## config.mk

```make
export PLATFORM = sky130hd
export DESIGN_NAME = lamp_seq
export DESIGN_NICKNAME = d
export VERILOG_FILES = /design/src/rtl/lamp_seq_pkg.sv /design/src/rtl/lamp_seq_gate.sv /design/src/rtl/lamp_seq_power.sv /design/src/rtl/lamp_seq_ctrl.sv /design/src/rtl/lamp_seq.sv
export SDC_FILE = /design/constraint.sdc
export NUM_CORES = 1
export LEC_CHECK = 0
export BUFFER_PORTS_ARGS = -buffer_cell sky130_fd_sc_hd__buf_4
export CORE_ASPECT_RATIO = 0.75
export CORE_UTILIZATION = 35
export DETAILED_ROUTE_END_ITERATION = 7
export GPL_TIMING_DRIVEN = 0
export PLACE_DENSITY = 0.63
export SLEW_MARGIN = 5
export SYNTH_ARGS = -nofsm -noshare
export SYNTH_HDL_FRONTEND = slang
export SYNTH_SLANG_ARGS = --single-unit
export TNS_END_PERCENT = 30
```

## constraint.sdc

```tcl
create_clock -name clk -period 6 [get_ports clk]
set_input_delay 1.2 -clock clk [delete_from_list [all_inputs] [get_ports clk]]
set_output_delay 1.2 -clock clk [all_outputs]
set_load 0.03 [all_outputs]
```

## src/rtl/lamp_seq_pkg.sv

```systemverilog
package lamp_seq_pkg;
   typedef enum logic [3:0] {
      ST_OFF      = 4'd0,
      ST_PREHEAT  = 4'd1,
      ST_SWEEP    = 4'd2,
      ST_HOLD     = 4'd3,
      ST_REPRE    = 4'd4,
      ST_RUN      = 4'd5,
      ST_OCOFF    = 4'd6,
      ST_NOLAMP   = 4'd7,
      ST_LOCKOUT  = 4'd8,
      ST_SHUTDOWN = 4'd9
   } seq_st_e;

   function automatic logic st_drives(seq_st_e s);
      return (s == ST_PREHEAT) || (s == ST_SWEEP) || (s == ST_HOLD) ||
             (s == ST_REPRE) || (s == ST_RUN);
   endfunction

   function automatic logic st_terminal(seq_st_e s);
      return (s == ST_NOLAMP) || (s == ST_LOCKOUT) || (s == ST_SHUTDOWN);
   endfunction
endpackage

```

## src/rtl/lamp_seq_gate.sv

```systemverilog
module lamp_seq_gate #(
   parameter int HP_W = 12,
   parameter int DEAD = 16
) (
   input  logic            clk,
   input  logic            rst_n,
   input  logic            en,
   input  logic [HP_W-1:0] hp,
   output logic            gate_hi,
   output logic            gate_lo
);
   logic [HP_W-1:0] cnt_q;
   logic            half_q;
   logic            live;

   always_ff @(posedge clk or negedge rst_n) begin
      if (!rst_n) begin
         cnt_q  <= '0;
         half_q <= 1'b0;
      end else if (!en) begin
         cnt_q  <= '0;
         half_q <= 1'b0;
      end else if (cnt_q >= hp - HP_W'(1)) begin
         cnt_q  <= '0;
         half_q <= ~half_q;
      end else begin
         cnt_q  <= cnt_q + HP_W'(1);
      end
   end

   assign live    = en && (cnt_q >= HP_W'(DEAD));
   assign gate_hi = live && !half_q;
   assign gate_lo = live &&  half_q;
endmodule

```

## src/rtl/lamp_seq_power.sv

```systemverilog
module lamp_seq_power #(
   parameter int I_W    = 10,
   parameter int VBUS   = 380,
   parameter int I_RUN1 = 100,
   parameter int I_RUN2 = 200
) (
   input  logic           two_lamps,
   input  logic [I_W-1:0] lamp_i,
   output logic           below,
   output logic           above,
   output logic           over,
   output logic           drop,
   output logic           repl
);
   localparam int VB_W = $clog2(VBUS + 1);
   localparam int CW   = I_W + VB_W + 4;

   logic [CW-1:0] pwr, tgt, icur;

   assign pwr   = CW'(lamp_i) * CW'(VBUS);
   assign tgt   = two_lamps ? CW'(I_RUN2 * VBUS) : CW'(I_RUN1 * VBUS);
   assign icur  = CW'(lamp_i);
   assign below = pwr < tgt;
   assign above = pwr > tgt;
   assign over  = (pwr * CW'(10)) > (tgt * CW'(11));
   assign drop  =  two_lamps && ((icur * CW'(5)) < CW'(I_RUN2 * 4));
   assign repl  = !two_lamps && ((icur * CW'(5)) > CW'(I_RUN1 * 6));
endmodule

```

## src/rtl/lamp_seq_ctrl.sv

```systemverilog
module lamp_seq_ctrl
   import lamp_seq_pkg::*;
#(
   parameter int I_W         = 10,
   parameter int V_W         = 10,
   parameter int HP_W        = 12,
   parameter int PRE_HP      = 781,
   parameter int REPRE_HP    = 812,
   parameter int IGN_HP      = 1562,
   parameter int RUN_MIN_HP  = 781,
   parameter int RUN_MAX_HP  = 1953,
   parameter int PRE_TICKS   = 600,
   parameter int HOLD_TICKS  = 6,
   parameter int REPRE_TICKS = 600,
   parameter int MAX_TRIES   = 5,
   parameter int MAX_RESTART = 6,
   parameter int TH_ONE      = 10,
   parameter int TH_TWO      = 20,
   parameter int IGN_TH1     = 30,
   parameter int IGN_TH2     = 100,
   parameter int VCOL_TH     = 200
) (
   input  logic            clk,
   input  logic            rst_n,
   input  logic            tick,
   input  logic            pfc_run,
   input  logic [I_W-1:0]  lamp_i,
   input  logic [V_W-1:0]  lamp_v,
   input  logic            below,
   input  logic            above,
   input  logic            over,
   input  logic            drop,
   input  logic            repl,
   output seq_st_e         st,
   output logic [HP_W-1:0] hp,
   output logic [1:0]      lamps
);
   localparam int TMAX  = (PRE_TICKS > REPRE_TICKS) ?
                          ((PRE_TICKS > HOLD_TICKS) ? PRE_TICKS : HOLD_TICKS) :
                          ((REPRE_TICKS > HOLD_TICKS) ? REPRE_TICKS : HOLD_TICKS);
   localparam int TMR_W = $clog2(TMAX + 1);
   localparam int TRY_W = $clog2(MAX_TRIES + 1);
   localparam int OC_W  = $clog2(MAX_RESTART + 1);

   logic [TMR_W-1:0] tmr;
   logic [TRY_W-1:0] tries;
   logic [OC_W-1:0]  oc;
   logic             struck;

   assign struck = ((lamps == 2'd2) ? (lamp_i > I_W'(IGN_TH2)) : (lamp_i > I_W'(IGN_TH1)))
                   && (lamp_v < V_W'(VCOL_TH));

   always_ff @(posedge clk or negedge rst_n) begin
      if (!rst_n) begin
         st <= ST_OFF; hp <= HP_W'(PRE_HP); tmr <= '0;
         tries <= '0; oc <= '0; lamps <= 2'd0;
      end else if (!pfc_run && !st_terminal(st)) begin
         st <= ST_OFF; hp <= HP_W'(PRE_HP); tmr <= '0;
         tries <= '0; oc <= '0; lamps <= 2'd0;
      end else begin
         case (st)
            ST_OFF: begin
               st  <= ST_PREHEAT;
               hp  <= HP_W'(PRE_HP);
               tmr <= '0;
            end
            ST_PREHEAT: if (tick) begin
               if (tmr == TMR_W'(PRE_TICKS - 1)) begin
                  tmr <= '0;
                  if (lamp_i > I_W'(TH_TWO)) begin
                     lamps <= 2'd2; st <= ST_SWEEP;
                  end else if (lamp_i >= I_W'(TH_ONE)) begin
                     lamps <= 2'd1; st <= ST_SWEEP;
                  end else begin
                     st <= ST_NOLAMP;
                  end
               end else begin
                  tmr <= tmr + TMR_W'(1);
               end
            end
            ST_SWEEP: if (tick) begin
               hp <= hp + HP_W'(1);
               if (hp + HP_W'(1) == HP_W'(IGN_HP)) begin
                  st <= ST_HOLD; tmr <= '0;
               end
            end
            ST_HOLD: if (tick) begin
               if (tmr == TMR_W'(HOLD_TICKS - 1)) begin
                  tmr <= '0;
                  if (struck) begin
                     st <= ST_RUN; tries <= '0;
                  end else if (tries == TRY_W'(MAX_TRIES - 1)) begin
                     st <= ST_LOCKOUT;
                  end else begin
                     tries <= tries + TRY_W'(1);
                     st    <= ST_REPRE;
                     hp    <= HP_W'(REPRE_HP);
                  end
               end else begin
                  tmr <= tmr + TMR_W'(1);
               end
            end
            ST_REPRE: if (tick) begin
               if (tmr == TMR_W'(REPRE_TICKS - 1)) begin
                  tmr <= '0; st <= ST_SWEEP;
               end else begin
                  tmr <= tmr + TMR_W'(1);
               end
            end
            ST_RUN: if (tick) begin
               if (repl) begin
                  lamps <= 2'd2; hp <= HP_W'(PRE_HP); st <= ST_SWEEP;
               end else if (over) begin
                  if (oc == OC_W'(MAX_RESTART)) begin
                     st <= ST_SHUTDOWN;
                  end else begin
                     oc <= oc + OC_W'(1); st <= ST_OCOFF;
                  end
               end else if (drop) begin
                  lamps <= 2'd1;
               end else if (below && (hp < HP_W'(RUN_MAX_HP))) begin
                  hp <= hp + HP_W'(1);
               end else if (above && (hp > HP_W'(RUN_MIN_HP))) begin
                  hp <= hp - HP_W'(1);
               end
            end
            ST_OCOFF: if (tick) begin
               hp <= HP_W'(PRE_HP); st <= ST_SWEEP;
            end
            default: st <= st;
         endcase
      end
   end
endmodule

```

## src/rtl/lamp_seq.sv

```systemverilog
module lamp_seq
   import lamp_seq_pkg::*;
#(
   parameter int I_W         = 10,
   parameter int V_W         = 10,
   parameter int HP_W        = 12,
   parameter int DEAD        = 16,
   parameter int PRE_HP      = 781,
   parameter int REPRE_HP    = 812,
   parameter int IGN_HP      = 1562,
   parameter int RUN_MIN_HP  = 781,
   parameter int RUN_MAX_HP  = 1953,
   parameter int PRE_TICKS   = 600,
   parameter int HOLD_TICKS  = 6,
   parameter int REPRE_TICKS = 600,
   parameter int MAX_TRIES   = 5,
   parameter int MAX_RESTART = 6,
   parameter int TH_ONE      = 10,
   parameter int TH_TWO      = 20,
   parameter int IGN_TH1     = 30,
   parameter int IGN_TH2     = 100,
   parameter int VCOL_TH     = 200,
   parameter int VBUS        = 380,
   parameter int I_RUN1      = 100,
   parameter int I_RUN2      = 200
) (
   input  logic            clk,
   input  logic            rst_n,
   input  logic            tick,
   input  logic            pfc_run,
   input  logic [I_W-1:0]  lamp_i,
   input  logic [V_W-1:0]  lamp_v,
   output logic            gate_hi,
   output logic            gate_lo,
   output logic [1:0]      lamp_cnt,
   output logic [3:0]      seq_state,
   output logic [HP_W-1:0] half_period,
   output logic            fault,
   output logic            pfc_stop
);
   if (DEAD < 1 || PRE_HP <= DEAD) begin : g_bad_dead
      initial $fatal(1, "deadband must be at least 1 and below the shortest half period");
   end
   if (!(PRE_HP < REPRE_HP && REPRE_HP < IGN_HP && IGN_HP <= RUN_MAX_HP)) begin : g_bad_order
      initial $fatal(1, "half-period counts must rise from preheat to ignition");
   end
   if (RUN_MIN_HP < PRE_HP || RUN_MAX_HP >= (1 << HP_W)) begin : g_bad_range
      initial $fatal(1, "run half-period range does not fit");
   end
   if (PRE_TICKS < 1 || HOLD_TICKS < 1 || REPRE_TICKS < 1 || MAX_TRIES < 1) begin : g_bad_time
      initial $fatal(1, "phase lengths and tries must be at least 1");
   end

   seq_st_e st;
   logic [1:0] lamps;
   logic below, above, over, drop, repl;

   lamp_seq_power #(.I_W(I_W), .VBUS(VBUS), .I_RUN1(I_RUN1), .I_RUN2(I_RUN2)) pwr_i (
      .two_lamps (lamps == 2'd2),
      .lamp_i    (lamp_i),
      .below     (below),
      .above     (above),
      .over      (over),
      .drop      (drop),
      .repl      (repl)
   );

   lamp_seq_ctrl #(
      .I_W(I_W), .V_W(V_W), .HP_W(HP_W), .PRE_HP(PRE_HP), .REPRE_HP(REPRE_HP),
      .IGN_HP(IGN_HP), .RUN_MIN_HP(RUN_MIN_HP), .RUN_MAX_HP(RUN_MAX_HP),
      .PRE_TICKS(PRE_TICKS), .HOLD_TICKS(HOLD_TICKS), .REPRE_TICKS(REPRE_TICKS),
      .MAX_TRIES(MAX_TRIES), .MAX_RESTART(MAX_RESTART), .TH_ONE(TH_ONE),
      .TH_TWO(TH_TWO), .IGN_TH1(IGN_TH1), .IGN_TH2(IGN_TH2), .VCOL_TH(VCOL_TH)
   ) ctrl_i (
      .clk(clk), .rst_n(rst_n), .tick(tick), .pfc_run(pfc_run),
      .lamp_i(lamp_i), .lamp_v(lamp_v), .below(below), .above(above),
      .over(over), .drop(drop), .repl(repl),
      .st(st), .hp(half_period), .lamps(lamps)
   );

   lamp_seq_gate #(.HP_W(HP_W), .DEAD(DEAD)) gate_i (
      .clk(clk), .rst_n(rst_n), .en(st_drives(st)), .hp(half_period),
      .gate_hi(gate_hi), .gate_lo(gate_lo)
   );

   assign lamp_cnt  = lamps;
   assign seq_state = st;
   assign fault     = st_terminal(st);
   assign pfc_stop  = (st == ST_SHUTDOWN);
endmodule

```

# Word-level counts from Yosys, hierarchy flattened
# Index checks and enable logic that the tools add are counted.
# op_classes
addsub	6
n_mul	4
n_lt_le_gt_ge	14
eq_ne	38
muxes	69
bitwise	1
reduce_logical	36
# ops
op	n
$mux 12	15
$mux 10	7
$mux 4	17
$pmux 12 s5	1
$pmux 10 s4	1
$mux 3	13
$pmux 4 s7	1
$add 12x1->12 const B	2
$gt 19x23->1	1
$gt 23x10->1 const B	1
$gt 23x23->1	1
$lt 19x23->1	1
$lt 23x10->1 const B	1
$mul 23x4->23 const B	1
$ne 3x2->1 const B	7
$gt 10x5->1 const B	2
$mul 17x3->20 const B	1
$mux 2	9
$ne 3x1->1 const B	6
$mul 10x7->17 const B	1
$mux 17	1
$eq 4x3->1 const B	4
$mul 10x3->13 const B	1
$eq 12x11->1 const B	1
41 further kinds	72
# word_totals
ff_bits	47
in_bits	24
output_inout_bits	22
elab_cells	176

# Depth between registers and ports, before layout
# Gate-level depths: netlist of run 1.
# depth
word_depth	12
ltp_mapped	35

# Hierarchy
# Synthesis of run 1 repeated with hierarchy kept, for this count alone.
# hier_totals
cells_unflattened	957
hier_area_um2	7922.6
# modules_own_cells
mod	n_inst	cells_each	area_each_um2	seq_area_each_um2
lamp_seq_power	1	418	3537.1	0.0
lamp_seq_ctrl	1	406	3173.0	857.1
lamp_seq_gate	1	126	1158.6	325.3
lamp_seq	1	7	53.8	0.0

# Worst setup path after synthesis of run 1
# Ideal clock, no wire load.
# synth_timing
path_kind	in2reg
from	in lamp_i[2]
to	reg ctrl_i.hp[11]
setup_time_ns	0.104
t_arrival_ns	8.067
path_slack_ns	-2.170
stages	33
path_cell_list	inv_1 fa_1 inv_1 ha_1 inv_1 fa_1 fa_1 inv_1 ha_1 o21ai_1 o21bai_1 a2111o_1 a31o_1 a21o_1 xor2_1 ha_1 ha_1 a21oi_1 o21a_1 o21bai_1 a21oi_1 o21ai_0 a21oi_1 xnor2_1 ha_1 nand2_1 nor4b_1 and4b_1 o211ai_1 nand3_1 o311ai_2 buf_2 o41ai_2
# synth_between
elab_chain_cells	10
elab_cells_between_ends	28
# synth_lines
element	line	text
start, declared	lamp_seq.sv:31	input logic [I_W-1:0] lamp_i,
branches (longest 10 deep; another with $gt 23x23->1)	-	
end signal, assigned	lamp_seq_ctrl.sv:64	hp <= HP_W'(PRE_HP);
end signal, assigned	lamp_seq_ctrl.sv:122	hp <= hp + HP_W'(1);
end signal, assigned	lamp_seq_ctrl.sv:124	hp <= hp - HP_W'(1);
end, declared	lamp_seq_ctrl.sv:35	output logic [HP_W-1:0] hp,
# Several ways; the timed one is not identified. The select of a mux whose other input is x is not followed.
# A chain may end at the register's enable or synchronous reset.

# Final worst setup path of run 1
# layout_timing
from	in lamp_i[7]
to	reg ctrl_i.hp[8]
# The elaborated chain is that of the path after synthesis.

==> reports/metrics.yaml, run 1 <==
rrSetupSlack_ns: 1.54
post-route-cell-area_sq_um: 9394
drive_gt1_share_pct: 17.20
synth-adder-area-share_pct: 29.87
post_dp_cell_area_sq_um: 8556
critical-path-max-stage-delay_ns: 0.55
measured_slew_at_the_worst_slew_check_pin_ns: 1.119
number_of_synthesized_flops_with_an_enable_pin: 0
routed.top_layer: "met4"
maximum_level_of_the_cts_h_tree: 2
diodes: 0
detailroute.wirelength.met3_mm: 1.146
min_path_cells: 1
dr.pass1.iters: 5
run_status: "finished, violations left"
yosysWarningCount: 0
hp-start: "gate_i.cnt_q[0]"
period_minus_slack_ns: 7.970
worst_r2r_path_depth: 13
share_of_the_synthesized_area_in_compound_gates_ao_oa_aoi_oai_pct: 19.87
dp.final_hpwl_mm: 15.94
most_used_cells_in_the_layout_excluding_fill_and_tap_cells: "ha_1 (116), buf_4 (81), nor2_1 (78), inv_1 (78), nand2_1 (73)"
post_synth_inst_count: 952
placeableCoreArea_sq_um: 21410
hold_slack_ns: 0.4967
port_buffers: 41
finalMaxSlewViolations: 0
post-route-worst-setup-slack_ns: -1.970
clk_root_buffer_cell: "clkbuf_16"
cell_area_after_synthesis_sq_um: 7740
first_global_vias: 6871
violations: "negative setup slack"
layout.cells.most_common: "ha_1"
numCtsBuffers: 5
drt_drc_violations_left: 0
ioPinCount: 46
max-clock-path-buffers: 2
first_iter_violations: 501
muxShareOfSynthArea_pct: 1.083
syn_avg_cell_area_sq_um: 8.130
gpl.final_weighted_congestion: 0.9176
xor_xnor_portion_of_the_synthesized_cell_area_pct: 7.129
grt_first_pass_wirelength_mm: 35.02
synth-main-ff-cell: "dfrtp_1"
max_cap_viol_count: 0
clock_latency_late_sink_ns: 0.29
worst_hold_path_type: "reg -> reg"
synth_cell_type_count: 75
finalClockSkew_ns: 0.008964
syn2layout_area_growth_pct: 21.37
rsz_0062_raised_after_global_routing: "true"
die_h_um: 130.8
postCtsHoldBufs: 0
fp.dieArea_sq_um: 22720
synth_simple_gate_area_share_pct: 20.93
routed_wl_mm: 21.00
critPathArrivalTime_ns: 8.19
start_util_pct: 36.15
timing_hold_violations_final: 0
die_w_um: 173.7
clock_sink_count: 47
grt_use_total_pct: 18.84
max-slew-margin-rel_pct: 24.85
dr_total_vias: 7289
synth-async-reset-ratio_pct: 100.0
m1WireLength_mm: 11.00
hold-path-endpoint: "gate_i.cnt_q[0]"
clock.fmax_mhz: 125.5
dominant_combinational_cell_family_by_area_after_synthesis: "adder cells"
grt_max_degree: 48
detail-route-antenna-nets: 0
worst-setup-path-type: "in -> reg"
r2r-end: "ctrl_i.hp[8]"
grt_antenna_before_repair: 0
timing.final.setup_violations: 21
critPathLaunchType: "primary input"
grt_remaining_overflow: 0
timing.critical_path.slowest_stage_cell: "fa_1"
detail_route.vias_per_cell: 5.485
post_route_clock_period_utilization_pct: 132.8
worst_setup_hold_path_clk_slew_ns: 0.07
wire_per_inst_um: 15.80
syn_nets: 1141
num_rows: 46
synth.ff_latch_count: 47
design.final.nets: 1230
regToRegStartpoint: "ctrl_i.lamps[0]"
critPathCaptureType: "register"
tritoncts: "yes"
synth-seq-area-share_pct: 15.28
n_fill_cell: 2122
worstPathRequired_ns: 6.22
critical_path.max_fanout: 6
met2_routed_wl_mm: 8.767
==> kinds of logic (layout without fill, tap and decap cells) <==
logic type / count (synthesis) / count (layout)
simple gates: 322 / 322
compound gates: 228 / 228
fa+ha+maj: 165 / 165
buf+inv: 119 / 208
xor+xnor: 63 / 63
flops: 47 / 47
mux: 8 / 8
==> cell type report <==
type	instances	area (sq um)	share of cell area, %
Inverter	89	360.3	3.836
Sequential cell	47	1182	12.59
Clock buffer	6	138.9	1.478
Clock inverter	1	5.005	0.05328
Tap cell	288	360.3	3.836
Timing Repair Buffer	84	665.6	7.086
Buffer	28	126.4	1.345
Multi-Input combinational cell	786	6555	69.78
==> how the worst max path moves through the flow <==
stage,from,end,slack (ns),cells after the start
global placement,lamp_i[4],ctrl_i.hp[7],-2.77,35
detailed placement,lamp_i[4],ctrl_i.hp[7],-2.89,34
finish,lamp_i[7],ctrl_i.hp[8],-1.97,34
global route,lamp_i[2],ctrl_i.hp[8],-2.23,36
CTS,lamp_i[3],ctrl_i.hp[3],-1.91,35
floorplan,lamp_i[7],ctrl_i.hp[6],-1.65,32
==> routing by layer <==
layer | vias up | GRT usage [%]
met1 | 3548 | 29.04
met3 | 7 | 2.546
met2 | 170 | 28.75
li1 | 3564 | -
met4 | 0 | 1.445
met5 | - | 0
==> sequential cells by signal, summed over array words and instances (netlist names) <==
register / cells
ctrl_i.hp: 12
ctrl_i.lamps: 2
ctrl_i.oc: 3
ctrl_i.st: 4
ctrl_i.tmr: 10
ctrl_i.tries: 3
gate_i.cnt_q: 12
gate_i.half_q: 1
==> Yosys cell counts (all sizes together), types with 8 or more instances <==
library cell    n  area, sq um
fa             33        660.6
nand2b         23        143.9
inv            88        330.3
o31ai          13        97.59
xor2           26        227.7
o21a            9        67.56
and3           20        125.1
nand3          37        190.2
nor3           19        95.09
a21oi          63        315.3
nand2          78        292.8
dfrtp          42         1051
o21ai          44        220.2
nor2           78        292.8
a211oi         16        130.1
a21o           12        90.09
ha            132         1652
or3             8        50.05
nor4            8        50.05
clkbuf         27        101.4
xnor2          37        324.1
==> metrics by stage <==
| stage | util [%] | std cells | setup WS [ns] | setup TNS [ns] |
|---|---|---|---|---|
| floorplan | - | 952 | -1.654 | -32.90 |
| global placement | 39.93 | 1281 | -2.774 | -55.67 |
| detailed placement | 39.96 | 1281 | -2.889 | -57.33 |
| CTS | 42.92 | 1319 | -1.905 | -37.43 |
| global route | 43.88 | 1329 | -2.232 | -45.22 |
| finish | 43.88 | 1329 | -1.970 | -39.53 |
==> critical path: cells and delay by family <==
kind                       cells  cell delay (ns)
AOI/OAI and AO/OA             13             2.33
xor gates and xnor gates       2             0.34
adders and majority gates      8             3.10
buffers and inverters          8             0.84
and+or+nand+nor                3             0.38
==> timing repair <==
item | 4_1_cts | 5_1_grt
gates resized for setup | 48 | 21
buffers inserted | 32 | 10
hold endpoints to repair | 0 | 0
gates cloned | 1 | 0
endpoints found under the setup margin | 21 | 21
pin swaps | 37 | 27
Power of run 1 is not shown: default switching activity piles up to over one toggle a cycle in this logic, so the estimate is an artifact.
==> run 2, diff against run 1 <==
SETUP_SLACK_MARGIN = 0.3   (was default)
==> run 2 against run 1 <==
The run still ends with negative setup slack left. Sequential share of layout area shrank 0.10 points. Sequential cell count is the same. Register-to-register slack lost 0.02 ns. First-iteration DRC count grew 4.0%. Cell count grew 0.38%. Core utilization grew 0.35 points. Global-route usage is essentially flat. Critical path type unchanged.
==> reports/metrics.yaml, run 2 (synthesized netlist as in run 1, its figures left out) <==
run_status: "finished, violations left"
violations: "negative setup slack"
dr_total_vias: 7278
maximum_level_of_the_cts_h_tree: 2
critical-path-max-stage-delay_ns: 0.54
regToRegStartpoint: "ctrl_i.lamps[0]"
tritoncts: "yes"
largest_registers: "ctrl_i.hp (12), gate_i.cnt_q (12), ctrl_i.tmr (10)"
clock_latency_late_sink_ns: 0.29
die_h_um: 130.8
first_iter_violations: 521
rsz_0062_raised_after_global_routing: "true"
worst_hold_path_type: "reg -> reg"
timing_hold_violations_final: 0
numCtsBuffers: 5
critical_path.max_fanout: 9
most_used_cells_in_the_layout_excluding_fill_and_tap_cells: "ha_1 (116), buf_4 (80), nor2_1 (78)"
dp.final_hpwl_mm: 15.94
clock.fmax_mhz: 125.8
worstPathRequired_ns: 6.22
critPathCaptureType: "register"
min_path_cells: 1
layout.cells.most_common: "ha_1"
post-route-worst-setup-slack_ns: -1.948
cp-startpoint: "lamp_i[5]"
grt_antenna_before_repair: 0
detail-route-antenna-nets: 0
diodes: 0
worst_setup_hold_path_clk_slew_ns: 0.07
placeableCoreArea_sq_um: 21410
max-clock-path-buffers: 2
finalMaxSlewViolations: 0
rrSetupSlack_ns: 1.52
measured_slew_at_the_worst_slew_check_pin_ns: 1.151
drt_drc_violations_left: 0
clock_sink_count: 47
syn2layout_area_growth_pct: 22.34
critPathArrivalTime_ns: 8.17
num_rows: 46
gpl.final_weighted_congestion: 0.9176
path_common_cell: "fa_1"
ioPinCount: 46
grt_first_pass_wirelength_mm: 35.02
layout.core_utilization_pct: 44.23
period_minus_slack_ns: 7.948
first_global_vias: 6894
start_util_pct: 36.15
design.final.nets: 1235
timing.final.setup_violations: 21
worst_r2r_path_depth: 15
port_buffers: 41
detail_route.vias_per_cell: 5.456
worst-setup-path-type: "in -> reg"
grt_use_total_pct: 18.83
grt_max_degree: 48
post_route_clock_period_utilization_pct: 132.5
die_w_um: 173.7
finalClockSkew_ns: 0.008210
max-slew-margin-rel_pct: 22.69
critPathLaunchType: "primary input"
timing.critical_path.slowest_stage_cell: "fa_1"
routed_wl_mm: 21.15
clk_root_buffer_cell: "clkbuf_16"
max_cap_viol_count: 0
hold-path-endpoint: "gate_i.cnt_q[0]"
grt_remaining_overflow: 0
r2r-end: "ctrl_i.hp[3]"
fp.dieArea_sq_um: 22720
drive_gt1_share_pct: 17.69
wire_per_inst_um: 15.85
hp-start: "gate_i.cnt_q[0]"
dr.pass1.iters: 5
postCtsHoldBufs: 0
## run 2: cell count changes in the layout (fill, tap and decap cells not counted), sizes merged
cell    before  now
buf         87   90
clkbuf      31   33
## run 2: stage by stage
step / TNS (ns) / hold WS [ns] / instance area, sq um / std cells / setup WS (ns)
2_1_floorplan: -32.90 / 0.4546 / 7881 / 952 / -1.654
3_3_place_gp: -55.67 / 0.4777 / 8549 / 1281 / -2.774
3_5_place_dp: -57.33 / 0.4954 / 8556 / 1281 / -2.889
4_1_cts: -36.93 / 0.5043 / 9211 / 1321 / -1.881
5_1_grt: -44.34 / 0.5247 / 9469 / 1334 / -2.181
6_report: -39.00 / 0.4966 / 9469 / 1334 / -1.948
## run 2: final cells by class
type,instances,area (sq um)
Timing Repair Buffer,87,715.7
Inverter,89,360.3
Fill cell,2122,11940
Buffer,30,145.1
Tap cell,288,360.3
Clock inverter,1,5.005
Multi-Input combinational cell,786,6561
Clock buffer,6,138.9
Sequential cell,47,1182
## run 2: per-layer routing
layer  track usage [%]  share of wire [%]  up-vias
met5                 0                  0        -
met4             1.445               0.52        0
met3             2.546                6.0       10
met2             28.77                 42      197
met1             28.99                 51     3499
li1                  -                  -     3572
## run 2: worst max-delay path: cells and delay by family
family,cells,cell delay (ns)
fa+ha+maj,8,3.32
simple gates,6,0.70
mux,1,0.34
compound gates,9,1.63
buf+inv,6,0.68
xor+xnor,2,0.27
## run 2: how the worst max path moves through the flow
stage | to | slack [ns] | cells past startpoint
global route | ctrl_i.hp[3] | -2.18 | 36
detailed placement | ctrl_i.hp[7] | -2.89 | 34
CTS | ctrl_i.hp[3] | -1.88 | 35
global placement | ctrl_i.hp[7] | -2.77 | 35
finish | ctrl_i.hp[9] | -1.95 | 32
floorplan | ctrl_i.hp[6] | -1.65 | 32
## run 2: repair_timing
action                     4_1_cts  5_1_grt
gates cloned                     1        0
buffers inserted                32       13
gates resized for setup         49       32
setup endpoints to repair       21       21
pin swaps                       38       46
Power of run 2 is left out for the same reason.
